`config.mk`:
```
export PLATFORM = sky130hd
export DESIGN_NAME = tmr_irq_ctrl
export DESIGN_NICKNAME = d
export VERILOG_FILES = /design/src/rtl/tmr_irq_pkg.sv /design/src/rtl/tmr_irq_regif.sv /design/src/rtl/tmr_irq_status.sv /design/src/rtl/tmr_irq_outreg.sv /design/src/rtl/tmr_irq_ctrl.sv
export SDC_FILE = /design/constraint.sdc
export NUM_CORES = 1
export LEC_CHECK = 0
export ABC_CLOCK_PERIOD_IN_PS = 1100
export BUFFER_PORTS_ARGS = -buffer_cell sky130_fd_sc_hd__buf_4
export CAP_MARGIN = 0
export CORE_MARGIN = 5
export CORE_UTILIZATION = 25
export DETAILED_ROUTE_END_ITERATION = 12
export GPL_ROUTABILITY_DRIVEN = 0
export GPL_TIMING_DRIVEN = 0
export SLEW_MARGIN = 40
export SYNTH_ARGS = -nofsm -noshare
export SYNTH_HDL_FRONTEND = slang
export SYNTH_HIERARCHICAL = 1
export SYNTH_SLANG_ARGS = --single-unit
```
`constraint.sdc`:
```
create_clock -name clk_i -period 1.1 [get_ports clk_i]
set_input_delay 0.11 -clock clk_i [delete_from_list [all_inputs] [get_ports clk_i]]
set_output_delay 0.11 -clock clk_i [all_outputs]
set_load 0.005 [all_outputs]
```
`src/rtl/tmr_irq_pkg.sv`:
```
package tmr_irq_pkg;
  localparam int unsigned NUM_CH_DEF = 5;
  localparam int unsigned ADDR_W_DEF = 8;
  localparam int unsigned DATA_W_DEF = 32;
  localparam logic [7:0]  REG_OFFSET_DEF = 8'h44;

  typedef enum logic [1:0] {
    ACC_IDLE  = 2'b00,
    ACC_READ  = 2'b01,
    ACC_WRITE = 2'b10
  } acc_kind_e;
endpackage

```
`src/rtl/tmr_irq_regif.sv`:
```
module tmr_irq_regif #(
  parameter int unsigned NUM_CH = 5,
  parameter int unsigned ADDR_W = 8,
  parameter int unsigned DATA_W = 32,
  parameter logic [ADDR_W-1:0] REG_OFFSET = 'h44
) (
  input  logic              clk_i,
  input  logic              rst_ni,
  input  logic [ADDR_W-1:0] addr_i,
  input  logic              we_i,
  input  logic [DATA_W-1:0] wdata_i,
  input  logic [NUM_CH-1:0] status_i,
  output logic [NUM_CH-1:0] en_o,
  output logic [NUM_CH-1:0] clr_o,
  output logic [DATA_W-1:0] rdata_o
);
  import tmr_irq_pkg::*;

  localparam int unsigned STAT_LSB = NUM_CH;
  localparam int unsigned STAT_MSB = 2 * NUM_CH - 1;

  logic              sel;
  acc_kind_e         kind;
  logic [NUM_CH-1:0] en_q;

  assign sel  = (addr_i == REG_OFFSET);
  assign kind = !sel ? ACC_IDLE : (we_i ? ACC_WRITE : ACC_READ);

  always_ff @(posedge clk_i or negedge rst_ni) begin
    if (!rst_ni) begin
      en_q <= '0;
    end else if (kind == ACC_WRITE) begin
      en_q <= wdata_i[NUM_CH-1:0];
    end
  end

  assign en_o  = en_q;
  assign clr_o = (kind == ACC_WRITE) ? wdata_i[STAT_MSB:STAT_LSB] : '0;

  always_comb begin
    rdata_o = '0;
    if (sel) begin
      rdata_o[NUM_CH-1:0]       = en_q;
      rdata_o[STAT_MSB:STAT_LSB] = status_i;
    end
  end


  en_write_chk: assert property (@(posedge clk_i) disable iff (!rst_ni)
    (we_i && addr_i == REG_OFFSET) |=> (en_o == $past(wdata_i[NUM_CH-1:0])));


  en_hold_chk: assert property (@(posedge clk_i) disable iff (!rst_ni)
    !(we_i && addr_i == REG_OFFSET) |=> $stable(en_o));
endmodule

```
`src/rtl/tmr_irq_status.sv`:
```
module tmr_irq_status #(
  parameter int unsigned NUM_CH = 5
) (
  input  logic              clk_i,
  input  logic              rst_ni,
  input  logic [NUM_CH-1:0] expire_i,
  input  logic [NUM_CH-1:0] clr_i,
  output logic [NUM_CH-1:0] status_o
);
  for (genvar i = 0; i < NUM_CH; i++) begin : g_ch
    logic st_q;

    // expiry takes priority over a same-cycle clear
    always_ff @(posedge clk_i or negedge rst_ni) begin
      if (!rst_ni)          st_q <= 1'b0;
      else if (expire_i[i]) st_q <= 1'b1;
      else if (clr_i[i])    st_q <= 1'b0;
    end

    assign status_o[i] = st_q;


    st_set_chk: assert property (@(posedge clk_i) disable iff (!rst_ni)
      expire_i[i] |=> status_o[i]);


    st_clr_chk: assert property (@(posedge clk_i) disable iff (!rst_ni)
      (clr_i[i] && !expire_i[i]) |=> !status_o[i]);


    st_keep_chk: assert property (@(posedge clk_i) disable iff (!rst_ni)
      (!clr_i[i] && !expire_i[i]) |=> $stable(status_o[i]));


    st_race_chk: assert property (@(posedge clk_i) disable iff (!rst_ni)
      (clr_i[i] && expire_i[i]) |=> status_o[i]);
  end
endmodule

```
`src/rtl/tmr_irq_outreg.sv`:
```
module tmr_irq_outreg #(
  parameter int unsigned NUM_CH = 5
) (
  input  logic              clk_i,
  input  logic              rst_ni,
  input  logic [NUM_CH-1:0] status_i,
  input  logic [NUM_CH-1:0] en_i,
  output logic [NUM_CH-1:0] irq_o
);
  logic [NUM_CH-1:0] irq_q;

  always_ff @(posedge clk_i or negedge rst_ni) begin
    if (!rst_ni) irq_q <= '0;
    else         irq_q <= status_i & en_i;
  end

  assign irq_o = irq_q;
endmodule

```
`src/rtl/tmr_irq_ctrl.sv`:
```
module tmr_irq_ctrl #(
  parameter int unsigned NUM_CH = tmr_irq_pkg::NUM_CH_DEF,
  parameter int unsigned ADDR_W = tmr_irq_pkg::ADDR_W_DEF,
  parameter int unsigned DATA_W = tmr_irq_pkg::DATA_W_DEF,
  parameter logic [ADDR_W-1:0] REG_OFFSET = tmr_irq_pkg::REG_OFFSET_DEF
) (
  input  logic              clk_i,
  input  logic              rst_ni,
  input  logic [ADDR_W-1:0] addr_i,
  input  logic              we_i,
  input  logic [DATA_W-1:0] wdata_i,
  output logic [DATA_W-1:0] rdata_o,
  input  logic [NUM_CH-1:0] expire_i,
  output logic [NUM_CH-1:0] irq_o
);
  localparam int unsigned USED_W = 2 * NUM_CH;

  logic [NUM_CH-1:0] en;
  logic [NUM_CH-1:0] clr;
  logic [NUM_CH-1:0] status;

  tmr_irq_regif #(
    .NUM_CH(NUM_CH), .ADDR_W(ADDR_W), .DATA_W(DATA_W), .REG_OFFSET(REG_OFFSET)
  ) u_regif (
    .clk_i(clk_i), .rst_ni(rst_ni), .addr_i(addr_i), .we_i(we_i),
    .wdata_i(wdata_i), .status_i(status), .en_o(en), .clr_o(clr),
    .rdata_o(rdata_o)
  );

  tmr_irq_status #(.NUM_CH(NUM_CH)) u_status (
    .clk_i(clk_i), .rst_ni(rst_ni), .expire_i(expire_i), .clr_i(clr),
    .status_o(status)
  );

  tmr_irq_outreg #(.NUM_CH(NUM_CH)) u_outreg (
    .clk_i(clk_i), .rst_ni(rst_ni), .status_i(status), .en_i(en),
    .irq_o(irq_o)
  );


  irq_lag_chk: assert property (@(posedge clk_i) disable iff (!rst_ni)
    1'b1 |=> (irq_o == ($past(status) & $past(en))));


  upper_zero_chk: assert property (@(posedge clk_i) disable iff (!rst_ni)
    rdata_o[DATA_W-1:USED_W] == '0);


  rst_quiet_chk: assert property (@(posedge clk_i)
    !rst_ni |-> (irq_o == '0 && status == '0 && en == '0));
endmodule

```
After elaboration in Yosys (flattened, before gate mapping)
Index checks and enable logic that the tools add are counted.
Operators by class
  $add $sub $neg: 0
  $mul: 0
  div/mod/pow operators: 0
  $lt $le $gt $ge: 0
  eq/ne operators: 2
  shift operators: 0
  muxes and demuxes: 14
  bitwise logic cells: 1
  reductions and logical operators: 5
Operators by type and width (number)
  $mux 1: 10
  $mux 10: 1
  $reduce_bool 2->1: 5
  $eq 8x7->1 const B: 1
  $and 5x5->5: 1
  $mux 5: 1
  $mux 2: 2
  $eq 2x2->1 const B: 1
Storage, ports and cells
  register bits: 15
  bits in latches: 0
  bits in writable memories: 0
  bits in read-only memories: 0
  input port bits: 48
  output and inout port bits: 37
  logic and storage cells: 29
  memories: 0

Longest topological paths before layout
Gate-level depths: netlist (run 1).
  depth after elaboration: 6
  gate-level depth with buffers: 5
  depth with buffers taken out: 5

Hierarchy
Netlist (run 1), hierarchy kept.
By module, submodules not included
  tmr_irq_regif: instances 1, cells each 54, area an instance 503.0 sq um, sequential area each 125.1 sq um
  tmr_irq_status: instances 1, cells each 20, area an instance 219.0 sq um, sequential area each 125.1 sq um
  tmr_irq_outreg: instances 1, cells each 10, area an instance 156.4 sq um, sequential area each 125.1 sq um

Worst setup path after synthesis (run 1)
Ideal clock, no wire load.
  kind: input to register
  from: in addr_i[1]
  to: reg u_status.g_ch[2].st_q
  setup time: 0.118 ns
  data arrival time: 0.934 ns
  data required time: 0.982 ns
  path slack: 0.048 ns
  stages on the path: 5
  path buffers: 0
  cell sequence: nor4_4 and2_2 and3_1 inv_1 a21o_1
On the way
  longest elaborated chain between the ends: 5
RTL lines
  from (decl): line tmr_irq_ctrl.sv:9  | input logic [ADDR_W-1:0] addr_i,
  $eq 8x7->1: line tmr_irq_regif.sv:26  | assign sel = (addr_i == REG_OFFSET);
  $mux 2: line tmr_irq_regif.sv:27  | assign kind = !sel ? ACC_IDLE : (we_i ? ACC_WRITE : ACC_READ);
  $eq 2x2->1: line tmr_irq_regif.sv:38  | assign clr_o = (kind == ACC_WRITE) ? wdata_i[STAT_MSB:STAT_LSB] : '0;
  $mux 5: line tmr_irq_regif.sv:38
  via clr[2]: line tmr_irq_ctrl.sv:19  | logic [NUM_CH-1:0] clr;
  $reduce_bool 2->1 (no line)
  to (signal assigned): line tmr_irq_status.sv:15  | if (!rst_ni) st_q <= 1'b0;
  to (signal assigned): line tmr_irq_status.sv:16  | else if (expire_i[i]) st_q <= 1'b1;
  to (signal assigned): line tmr_irq_status.sv:17  | else if (clr_i[i]) st_q <= 1'b0;
  to (decl): line tmr_irq_status.sv:11  | logic st_q;
The timed path passes the listed nets, and every way through them passes these cells.
A chain may end at the register's enable or synchronous reset.

Worst setup path after layout (run 1)
  from: in addr_i[4]
  to: out rdata_o[8]
On the way
  longest elaborated chain between the ends: 2
RTL lines
  $eq 8x7->1: line tmr_irq_regif.sv:26
  $mux 10: line tmr_irq_regif.sv:42  | if (sel) begin
  to (decl): line tmr_irq_ctrl.sv:12  | output logic [DATA_W-1:0] rdata_o,
No other way between the ends.

==> summary.md, run 1 <==
| Metric | Value |
|---|---|
| Worst hold slack | `58.89 ps` |
| Top cells by area, synth | `dfrtp_1 43%, buf_4 23%, and3_1 11%` |
| Post-synthesis sequential area ratio | `0.4274` |
| Multi-input gate area | `377.9 µm²` |
| Post-Place Cells | `191` |
| Worst-path fanout max | `5` |
| CTS tree | `yes` |
| Area post-placement | `1315 µm²` |
| Max-slew violation count | `0` |
| Post-layout nets | `205` |
| Max_cap viols | `0` |
| Logic gate share of total power | `0.207` |
| Worst Setup Path Type | `in -> out` |
| DRT iter0 DRCs | `6` |
| Cell taking the most area after synthesis | `dfrtp_1` |
| Total negative slack | `-381.2 ps` |
| Final setup margin | `-56.05 ps` |
| Initial antenna violation count | `0` |
| # rows | `21` |
| Leak pwr | `just over 0.8 nW` |
| Unrepaired setup endpoints after global routing | `true` |
| Skew-Pair Late Insertion Delay | `about 270 ps` |
| Fin area | `about 1500 µm²` |
| Chip Width | `69.28 µm` |
| Drt wl/cell | `10.69 µm` |
| Initial cell density of the core | `0.2612` |
| HP Class | `in -> reg` |
| Max Freq | `0.8650 GHz` |
| Worst EP arrival | `1050 ps` |
| Final Hold Viols | `0` |
| Outcome | `complete, but fails checks` |
| Detail Route Antenna Nets | `0` |
| Switching power | `between 0.2 and 0.3 mW` |
| Switching Fraction | `0.2291` |
| H-tree depth | `1` |
| Crit start category | `primary input` |
| Clk pwr share | `0.275` |
| Share of post-route cells with drive strength above 1 | `0.5641` |
| Fin crit period | `about 1200 ps` |
| Skew final | `0.2985 ps` |
| Vias in the first global route | `just over 800` |
| # fillers | `between 300 and 400` |
| # port buffers | `40` |
| Syn Inst Count | `84` |
| ANT cells | `0` |
| Die span in y | `69.28 µm` |
| Vias per cell | `3.698` |
| Post-synth top area share | `0.4274` |
| Sequential share of power | `0.518` |
| CTS max path bufs | `2` |
| Final setup violation count | `11` |
| CORE AREA | `3363 µm²` |
| Via count | `747` |
| Post-Layout Cell Count | `~200` |
| CP Capture Type | `output pin` |
| CTS sink cnt | `15` |
| #FFs+latches synth | `15` |
| Layout Area Growth over Synthesis | `68.38%` |
| DR DRC count | `0` |
| P_int | `approximately 0.86 mW` |
| Die area | `around 4800 µm²` |
| Maximum VDD drop | `0.0002497 V` |
| Mapped cell area | `between 800 and 900 µm²` |
| Yosys warns | `6` |
| IO Pins | `85` |
| Total CTS buffers | `3` |
| Mean post-synth cell area | `10.46 µm²` |
| Largest net degree at the start of global routing | `16` |
| CTS Root Cell | `clkbuf_4` |
| Fin crit share | `1.051` |
| Final WL | `2160 µm` |
| PwrDens | `around 750 nW/µm²` |
| Grt ovf | `0` |
| Overall global routing resource usage | `0.09545` |
| Pre-antenna DRT Iters | `2` |
| Failing checks | `setup timing` |
| Clk slew on worst S/H paths | `90 ps` |
| WP data required | `990 ps` |
| Yosys cell types | `13` |
| Register Area | `375.4 µm²` |
| Global-route wire length before repair | `between 3000 and 4000 µm` |
[final timing paths]
kind                                  startpoint                    end  slack, ps  depth (start not counted)
max                                    addr_i[4]             rdata_o[8]        -60                          5
min                                   wdata_i[3]        u_regif/en_o[3]         60                          2
max reg2reg                u_status/g_ch[4].st_q  u_status/g_ch[4].st_q        290                          2
min reg2reg                      u_regif/en_o[1]      u_outreg/irq_o[1]        500                          1
max in group asynchronous                 rst_ni  u_status/g_ch[1].st_q        710                          2
min in group asynchronous                 rst_ni  u_status/g_ch[4].st_q        210                          2
[stage by stage]
| stage | util | total power [mW] | setup slack, ps |
|---|---|---|---|
| 2_1_floorplan | - | 0.6825 | 47.58 |
| 3_3_place_gp | 0.3910 | 0.7826 | -180.7 |
| 3_5_place_dp | 0.3910 | 0.7875 | -188.4 |
| 4_1_cts | 0.4301 | 1.121 | -71.32 |
| 5_1_grt | 0.4397 | 1.191 | -108.8 |
| 6_report | 0.4397 | 1.110 | -56.05 |
[cells by family (layout without fill, tap and decap cells)]
logic type / Yosys count / after routing / synth area share
buffers and inverters: 34 / 85 / 0.2607
and+or+nand+nor: 24 / 24 / 0.2009
AOI/OAI and AO/OA: 5 / 5 / 0.04274
muxes: 5 / 5 / 0.06410
DFF: 15 / 15 / 0.4274
other: 1 / 22 / 0.004269
[placed cells by master, fill, tap and decap left out, types with 3 or more instances in the layout]
master and count:
conb_1 22, dlygate4sd3_1 6, and2_1 5, dfrtp_1 15
inv_1 5, a21o_1 5, mux2_2 5, buf_6 8
and3_1 10, buf_4 61, clkbuf_4 3, and3_4 5
[per-layer routing]
metal  share of wire  up-vias  global-route usage
met4           0.012        0             0.04555
met2            0.50       39              0.1653
li1                -      374                   -
met5               0        -                   0
met1            0.40      332              0.1021
met3           0.088        2             0.03478
[cell usage after synthesis]
| cell | count |
|---|---|
| a21o_1 | 5 |
| inv_1 | 5 |
| and2_2 | 1 |
| and2_1 | 5 |
| clkbuf_1 | 2 |
| dfrtp_1 | 15 |
| nor4_4 | 1 |
| and4bb_2 | 1 |
| conb_1 | 1 |
| and3_1 | 15 |
| buf_4 | 27 |
| mux2_2 | 5 |
| nand3_2 | 1 |
[flip-flops by register name (all words and copies together), names as in the netlist]
register	count
u_outreg/irq_o	5
u_regif/en_o	5
u_status/g_ch.st_q	5
[worst max-delay path, stage by stage]
cell and delay [ps]:
buf_6 100, nor4_4 350, clkbuf_8 220, and3_4 180, buf_6 90
[final cells by class]
class | instances | area share
Clock inverter | 1 | 0.003384
Inverter | 5 | 0.01269
Clock buffer | 3 | 0.01523
Sequential cell | 15 | 0.2538
Buffer | 23 | 0.1210
Timing Repair Buffer | 53 | 0.2995
Multi-Input combinational cell | 56 | 0.2555
Tap cell | 46 | 0.03892
[power groups by stage]
stage	sequential, mW	combinational, mW	clock [mW]
3_5_place_dp	0.586	0.201	0
4_1_cts	0.575	0.221	0.325
6_report	0.575	0.230	0.306
3_3_place_gp	0.586	0.197	0
2_1_floorplan	0.586	0.0961	0
5_1_grt	0.578	0.255	0.357
[repair_timing]
item,in CTS,in global routing
endpoints found under the hold margin,18,2
hold buffers,4,2
gates resized for setup,13,4
pin swaps,1,1
buffers inserted,6,0
setup endpoints to repair,10,15
gates cloned,1,0
No activity file was read; power rests on OpenSTA's default activity.
==> run 2: changes to the inputs <==
Settings changed: SYNTH_HIERARCHICAL 1 to default.
==> run 2 against run 1 <==
- the flow still finishes with violations (setup timing)
- clock-buffer cell count grew 1
- global-route usage shrank 0.44 points
- maximum frequency grew 0.59%
- via count shrank 6.7%
- routed wire length grew 2.8%
- die area shrank 3.2%
==> summary.md, run 2 <==
| Metric | Value |
|---|---|
| Most common cell after layout, fill and taps aside | `buf_4` |
| Yosys warns | `0 (-6)` |
| DR DRC count | `0 (unchanged)` |
| CTS sink cnt | `15 (unchanged)` |
| Hold Path End | `u_status.g_ch[3].st_q` |
| Top cells by area, synth | `dfrtp_1 44%, buf_4 20%, and3_1 7.4%` |
| Drt wl/cell | `11.68 µm (+9.3%)` |
| Ys flop type | `dfrtp_1` |
| Compound-cell area share of the yosys netlist | `0.05621 (+0.01348)` |
| Max Freq | `0.8701 GHz (+0.59%)` |
| Initial antenna violation count | `0 (unchanged)` |
| Clk slew on worst S/H paths | `90 ps (about the same)` |
| Total power | `1.130 mW (+1.8%)` |
| Critical path's slowest cell | `nor4b_4` |
| Fin crit share | `1.045 (-0.006190)` |
| Mean post-synth cell area | `11.59 µm² (+11%)` |
| Reg-to-reg startpoint | `u_regif.en_o[0]` |
| Post-Synth XOR/XNOR Area | `0 (unchanged)` |
| Synth async-reset ratio | `1.000 (unchanged)` |
| Largest family of logic cells by synthesized area | `simple AND/OR/NAND/NOR gates` |
| Post-synth EDFFs | `0 (unchanged)` |
| Yosys cell types | `13 (unchanged)` |
| Vias per cell | `3.668 (-0.80%)` |
| # port buffers | `40 (unchanged)` |
| Total CTS buffers | `3 (unchanged)` |
| Final Hold Viols | `0 (unchanged)` |
| Die span in y | `68.17 µm (-1.6%)` |
| Dpl ws | `-345.5 ps (-157.0 ps)` |
| Cell taking the most area after synthesis | `dfrtp_1` |
| Worst Setup Path Type | `in -> out` |
| Via count | `697 (-6.7%)` |
| Outcome | `complete, but fails checks` |
| CTS tree | `yes` |
| Cells on worst reg2reg path | `1 (-1)` |
| Max-slew violation count | `0 (unchanged)` |
| Final setup margin | `-49.24 ps (+6.809 ps)` |
| Hold-critical path depth | `2 (unchanged)` |
| Synth Area in Simple Gates | `0.2249 (+0.02400)` |
| R2r setup slk | `340 ps (+50 ps)` |
| Synth top cells by count | `22 x buf_4, 15 x dfrtp_1, 10 x and3_1` |
| CP most frequent cell | `buf_6` |
| # rows | `21 (unchanged)` |
| Synth Area in Adders | `0 (unchanged)` |
| Crit start category | `primary input` |
| Unrepaired setup endpoints after global routing | `true` |
| Layout Area Growth over Synthesis | `68.93%` |
| Total negative slack | `-325.4 ps (+55.79 ps)` |
| CP delay by family, top | `simple AND/OR/NAND/NOR gates` |
| Overall global routing resource usage | `0.09103 (-0.004420)` |
| ANT cells | `0 (unchanged)` |
| Syn Inst Count | `73 (-13%)` |
| PwrDens | `791.2 nW/µm² (+5.4%)` |
| H-tree depth | `1 (unchanged)` |
| Mapped cell area | `845.8 µm² (-3.7%)` |
| Worst-path fanout max | `5 (unchanged)` |
| Post-synth top area share | `0.4438 (+0.01644)` |
| Worst hold path startpoint | `expire_i[3]` |
| IO Pins | `85 (unchanged)` |
| Skew-Pair Late Insertion Delay | `280 ps (about the same)` |
| Max_cap viols | `0 (unchanged)` |
| Cell Chain, Critical Path | `buf_6 > nor4b_4 > clkbuf_8 > and3_4 > buf_6` |
| Reg2reg end | `u_regif.en_o[0]` |
| Worst EP arrival | `1040 ps (about the same)` |
| CORE AREA | `3311 µm² (-1.6%)` |
| Final setup violation count | `10 (-1)` |
| #FFs+latches synth | `15 (unchanged)` |
| CTS max path bufs | `2 (unchanged)` |
| DRT iter0 DRCs | `15 (+9)` |
| Pre-antenna DRT Iters | `2 (unchanged)` |
| Largest net degree at the start of global routing | `16 (unchanged)` |
| Grt ovf | `0 (unchanged)` |
| Failing checks | `setup timing` |
| CP max stage delay | `350 ps (about the same)` |
| HP Class | `in -> reg` |
| Detail Route Antenna Nets | `0 (unchanged)` |
| Vias in the first global route | `683 (-16%)` |
| Chip Width | `68.17 µm (-1.6%)` |
| Share of post-route cells with drive strength above 1 | `0.6042 (+0.04006)` |
| Final WL | `2220 µm (+2.8%)` |
| Most frequent cells in the layout | `58 x buf_4, 22 x conb_1, 15 x dfrtp_1` |
| Count leader, synth | `buf_4` |
| Initial cell density of the core | `0.2555 (-0.005681)` |
| Skew final | `5.903 ps (+5.605 ps)` |
| Leak pwr | `0.7701 nW (-4.8%)` |
| Post-layout nets | `193 (-5.9%)` |
| Die area | `4646 µm² (-3.2%)` |
| Post-synthesis sequential area ratio | `0.4438 (+0.01644)` |
| Mux share of post-synthesis cell area | `0.06657 (+0.002465)` |
| WP data required | `990 ps (about the same)` |
| Global-route wire length before repair | `3077 µm (-17%)` |
| CP Capture Type | `output pin` |
| WP buf/inv | `3 (unchanged)` |
| # fillers | `338 (-1.5%)` |
| Maximum VDD drop | `0.0003753 V (+50%)` |
| Fin crit period | `1149 ps (-6.808 ps)` |
| CTS Root Cell | `clkbuf_4` |
## run 2: logic make-up (layout without fill, tap and decap cells)
family | count (synthesis) | after routing
AOI/OAI and AO/OA | 5 | 5
buffers and inverters | 24 | 74
DFF | 15 | 15
muxes | 5 | 5
other | 1 | 22
and+or+nand+nor | 23 | 23
## run 2: metrics by stage
| stage | cells | area (µm²) | hold WS, ps | utilization |
|---|---|---|---|---|
| floorplan | 94 | 924.6 | -185.6 | - |
| global placement | 180 | 1282 | -22.10 | 0.3874 |
| detailed placement | 180 | 1282 | -17.50 | 0.3874 |
| CTS | 188 | 1364 | 39.61 | 0.4119 |
| global route | 190 | 1429 | 40.94 | 0.4316 |
| finish | 190 | 1429 | 51.01 | 0.4316 |
## run 2: worst max path at each step
stage / end / start / depth (start not counted) / slack [ps]
CTS: rdata_o[5] / addr_i[7] / 5 / -60
floorplan: u_regif.en_o[0] / addr_i[5] / 3 / 80
detailed placement: rdata_o[5] / addr_i[1] / 5 / -350
finish: rdata_o[5] / addr_i[5] / 5 / -50
global route: rdata_o[8] / addr_i[5] / 5 / -100
global placement: rdata_o[4] / addr_i[1] / 5 / -340
## run 2: where the power goes
| group | internal, mW | switching, mW | leakage (nW) |
|---|---|---|---|
| registers | 0.568 | 0.00692 | 0.182 |
| logic | 0.156 | 0.0838 | 0.573 |
| clock network | 0.141 | 0.175 | 0.0150 |
| total | 0.865 | 0.266 | 0.770 |
## run 2: metal layers
metal	global-route usage	routed length, µm	vias up	share of wire
met1	0.1021	874	313	0.39
met3	0.03120	249	0	0.11
met5	0	0	-	0
met2	0.1564	1096	37	0.49
li1	-	-	347	-
met4	0.03722	0	0	0
## run 2: what timing repair did
item / CTS / global route
hold endpoints to repair: 16 / 0
gates resized for setup: 6 / 14
pin swaps: 2 / 2
endpoints found under the setup margin: 10 / 10
hold buffers: 2 / 0
setup buffers: 2 / 0
gates cloned: 0 / 2
## run 2: final cells by class
type / instances / area [µm²] / share of cell area
Tap cell: 46 / 57.56 / 0.04028
Sequential cell: 15 / 375.4 / 0.2627
Buffer: 24 / 192.7 / 0.1349
Multi-Input combinational cell: 55 / 396.6 / 0.2776
Clock buffer: 4 / 26.28 / 0.01839
Timing Repair Buffer: 46 / 380.4 / 0.2662
==> run 3: changes to the inputs <==
Settings changed: ABC_AREA from default to 1.
==> run 3 against run 2 <==
- the flow now finishes without violations
- die area is 7.7% higher
- worst setup slack better by 130 ps
- clock-buffer cell count shrank 1
- cell area fell by 0.44%
- combinational power shrank 4%
- sequential share of layout area up 0.12 points
- clock power up 40%
- critical path depth decreased by 2
- largest power group unchanged
==> summary.md, run 3 <==
| Metric | Value |
|---|---|
| Outcome | `finished, final reports clean` |
| Die area | `5003 µm² (+7.7%)` |
| Skew-Pair Late Insertion Delay | `240 ps (-40 ps)` |
| Synth async-reset ratio | `1.000 (unchanged)` |
| Ys flop type | `dfrtp_1` |
| Post-Place Cells | `226 (+26%)` |
| Setup crit start | `u_regif.en_o[3]` |
| ANT cells | `0 (unchanged)` |
| Mapped cell area | `922.1 µm² (+9.0%)` |
| Initial cell density of the core | `0.2557 (about the same)` |
| Global-route wire length before repair | `3187 µm (+3.6%)` |
| Detail Route Antenna Nets | `0 (unchanged)` |
| Total CTS buffers | `3 (unchanged)` |
| # rows | `22 (+4.8%)` |
| Drt wl/cell | `8.541 µm (-27%)` |
| DR DRC count | `0 (unchanged)` |
| Multi-input gate area | `349.1 µm² (-12%)` |
| Post-synth EDFFs | `0 (unchanged)` |
| Register Area | `375.4 µm² (unchanged)` |
| # port buffers | `40 (unchanged)` |
| Largest net degree at the start of global routing | `16 (unchanged)` |
| Most frequent cells in the layout | `62 x buf_4, 29 x inv_1, 22 x conb_1` |
| Via count | `773 (+11%)` |
| Layout Area Growth over Synthesis | `54.27%` |
| Chip Width | `70.74 µm (+3.8%)` |
| #FFs+latches synth | `15 (unchanged)` |
| Fin crit period | `1016 ps (-133.6 ps)` |
| Post-Layout Cell Count | `231 (+22%)` |
| CORE AREA | `3606 µm² (+8.9%)` |
| Syn Inst Count | `117 (+60%)` |
| Grt ovf | `0 (unchanged)` |
| Skew final | `4.104 ps (-1.799 ps)` |
| HP Class | `in -> reg` |
| R2r setup slk | `450 ps (+110 ps)` |
| Reg-to-reg startpoint | `u_regif.en_o[3]` |
| Post-layout nets | `232 (+20%)` |
| Unrepaired setup endpoints after global routing | `false` |
| Max Freq | `0.9846 GHz (+13%)` |
| Yosys cell types | `13 (unchanged)` |
| CTS sink cnt | `15 (unchanged)` |
| HPWL Detailed | `1661 µm` |
| CTS max path bufs | `2 (unchanged)` |
| PwrDens | `879.6 nW/µm² (+11%)` |
| CP Capture Type | `output pin` |
| Fin crit share | `0.9233 (-0.1215)` |
| Total negative slack | `0 ps (+325.4 ps)` |
| Final setup violation count | `0 (-10)` |
| Worst Setup Path Type | `reg -> out` |
| Crit start category | `flop` |
| Synth top cells by count | `29 x inv_1, 22 x buf_4, 20 x nand2_1` |
| Most common cell after layout, fill and taps aside | `buf_4` |
| Maximum VDD drop | `0.0004429 V (+18%)` |
| Leak pwr | `0.9380 nW (+22%)` |
| Mean post-synth cell area | `7.881 µm² (-32%)` |
| DRT iter0 DRCs | `34 (+19)` |
| Cells on worst reg2reg path | `2 (+1)` |
| Count leader, synth | `inv_1` |
| Vias per cell | `3.346 (-8.8%)` |
| Top cells by area, synth | `dfrtp_1 41%, buf_4 18%, inv_1 12%` |
| Pre-antenna DRT Iters | `4 (+2)` |
| Worst-path fanout max | `3 (-2)` |
| Last element of the critical path | `rdata_o[3]` |
| Reg2reg end | `u_regif.en_o[3]` |
| # fillers | `401 (+19%)` |
| Post-synthesis sequential area ratio | `0.4071 (-0.03673)` |
| Initial antenna violation count | `0 (unchanged)` |
| Share of post-route cells with drive strength above 1 | `0.4208 (-0.1834)` |
| Die span in y | `70.74 µm (+3.8%)` |
| Max_cap viols | `0 (unchanged)` |
| H-tree depth | `1 (unchanged)` |
| Worst hold slack | `45.06 ps (-5.946 ps)` |
| Max-slew violation count | `0 (unchanged)` |
| Cell taking the most area after synthesis | `dfrtp_1` |
| CTS Root Cell | `clkbuf_8` |
| WP data required | `990 ps (about the same)` |
| Worst EP arrival | `910 ps (-130 ps)` |
| IO Pins | `85 (unchanged)` |
| Total power | `1.251 mW (+11%)` |
| Post-synth top area share | `0.4071 (-0.03673)` |
| Yosys warns | `0 (unchanged)` |
| Clk slew on worst S/H paths | `70 ps (-20 ps)` |
| Final WL | `1973 µm (-11%)` |
| Final Hold Viols | `0 (unchanged)` |
| CTS tree | `yes` |
| Post-layout util | `0.3945 (-0.03708)` |
| Overall global routing resource usage | `0.07979 (-0.01124)` |
| Vias in the first global route | `735 (+7.6%)` |
[run 3: cell families after synthesis]
family | count (synthesis) | synth area share
flip-flops | 15 | 0.4071
AO/OA/AOI/OAI | 5 | 0.03121
buffers and inverters | 53 | 0.3053
AND/OR/NAND/NOR | 43 | 0.2524
other | 1 | 0.004067
[run 3: metrics by stage]
| stage | setup slack (ps) | area, µm² |
|---|---|---|
| after global routing | 7.226 | 1423 |
| after CTS | 21.33 | 1418 |
| after detailed placement | 24.34 | 1361 |
| after global placement | 20.89 | 1361 |
| final | 84.36 | 1423 |
| after floorplan | 355.4 | 1001 |
[run 3: worst min path at each step]
| stage | start | end | cells after the start |
|---|---|---|---|
| floorplan | rst_ni | u_outreg.irq_o[0] | 0 |
| global route | expire_i[0] | u_status.g_ch[0].st_q | 3 |
| detailed placement | rst_ni | u_outreg.irq_o[0] | 1 |
| finish | expire_i[3] | u_status.g_ch[3].st_q | 3 |
| CTS | expire_i[3] | u_status.g_ch[3].st_q | 3 |
| global placement | rst_ni | u_status.g_ch[0].st_q | 1 |
[run 3: final cells by class]
class                   count  area share
inverters                  31     0.08179
well taps                  48     0.04222
multi-input cells          70      0.2454
clock inverters             1    0.003518
clock buffers               3     0.02902
repair buffers             41      0.2181
flip-flops and latches     15      0.2639
plain buffers              22      0.1161
[run 3: layer usage]
layer | share of wire | wire (µm) | global-route usage | vias to the layer above
met5 | 0 | 0 | 0 | -
met3 | 0.076 | 150 | 0.01847 | 2
met4 | 0.014 | 28 | 0.03758 | 0
met2 | 0.51 | 1002 | 0.1359 | 29
met1 | 0.40 | 792 | 0.09429 | 317
li1 | - | - | - | 425
[run 3: what timing repair did]
action / in CTS / in global routing
gates resized for setup: 0 / 1
endpoints found under the hold margin: 15 / 0
endpoints found under the setup margin: 0 / 9
hold buffers: 1 / 0
setup buffers: 0 / 0
[run 3: report_power, final]
| part | internal [mW] | switching, mW | leakage [nW] |
|---|---|---|---|
| sequential | 0.569 | 0.00960 | 0.182 |
| clock | 0.250 | 0.191 | 0.0255 |
| combinational | 0.137 | 0.0941 | 0.731 |
| total | 0.957 | 0.295 | 0.938 |
[run 3: worst max-delay path, stage by stage (launching register included)]
cell and delay [ps]:
dfrtp_1 400, inv_1 50, nor2_1 100, buf_4 110
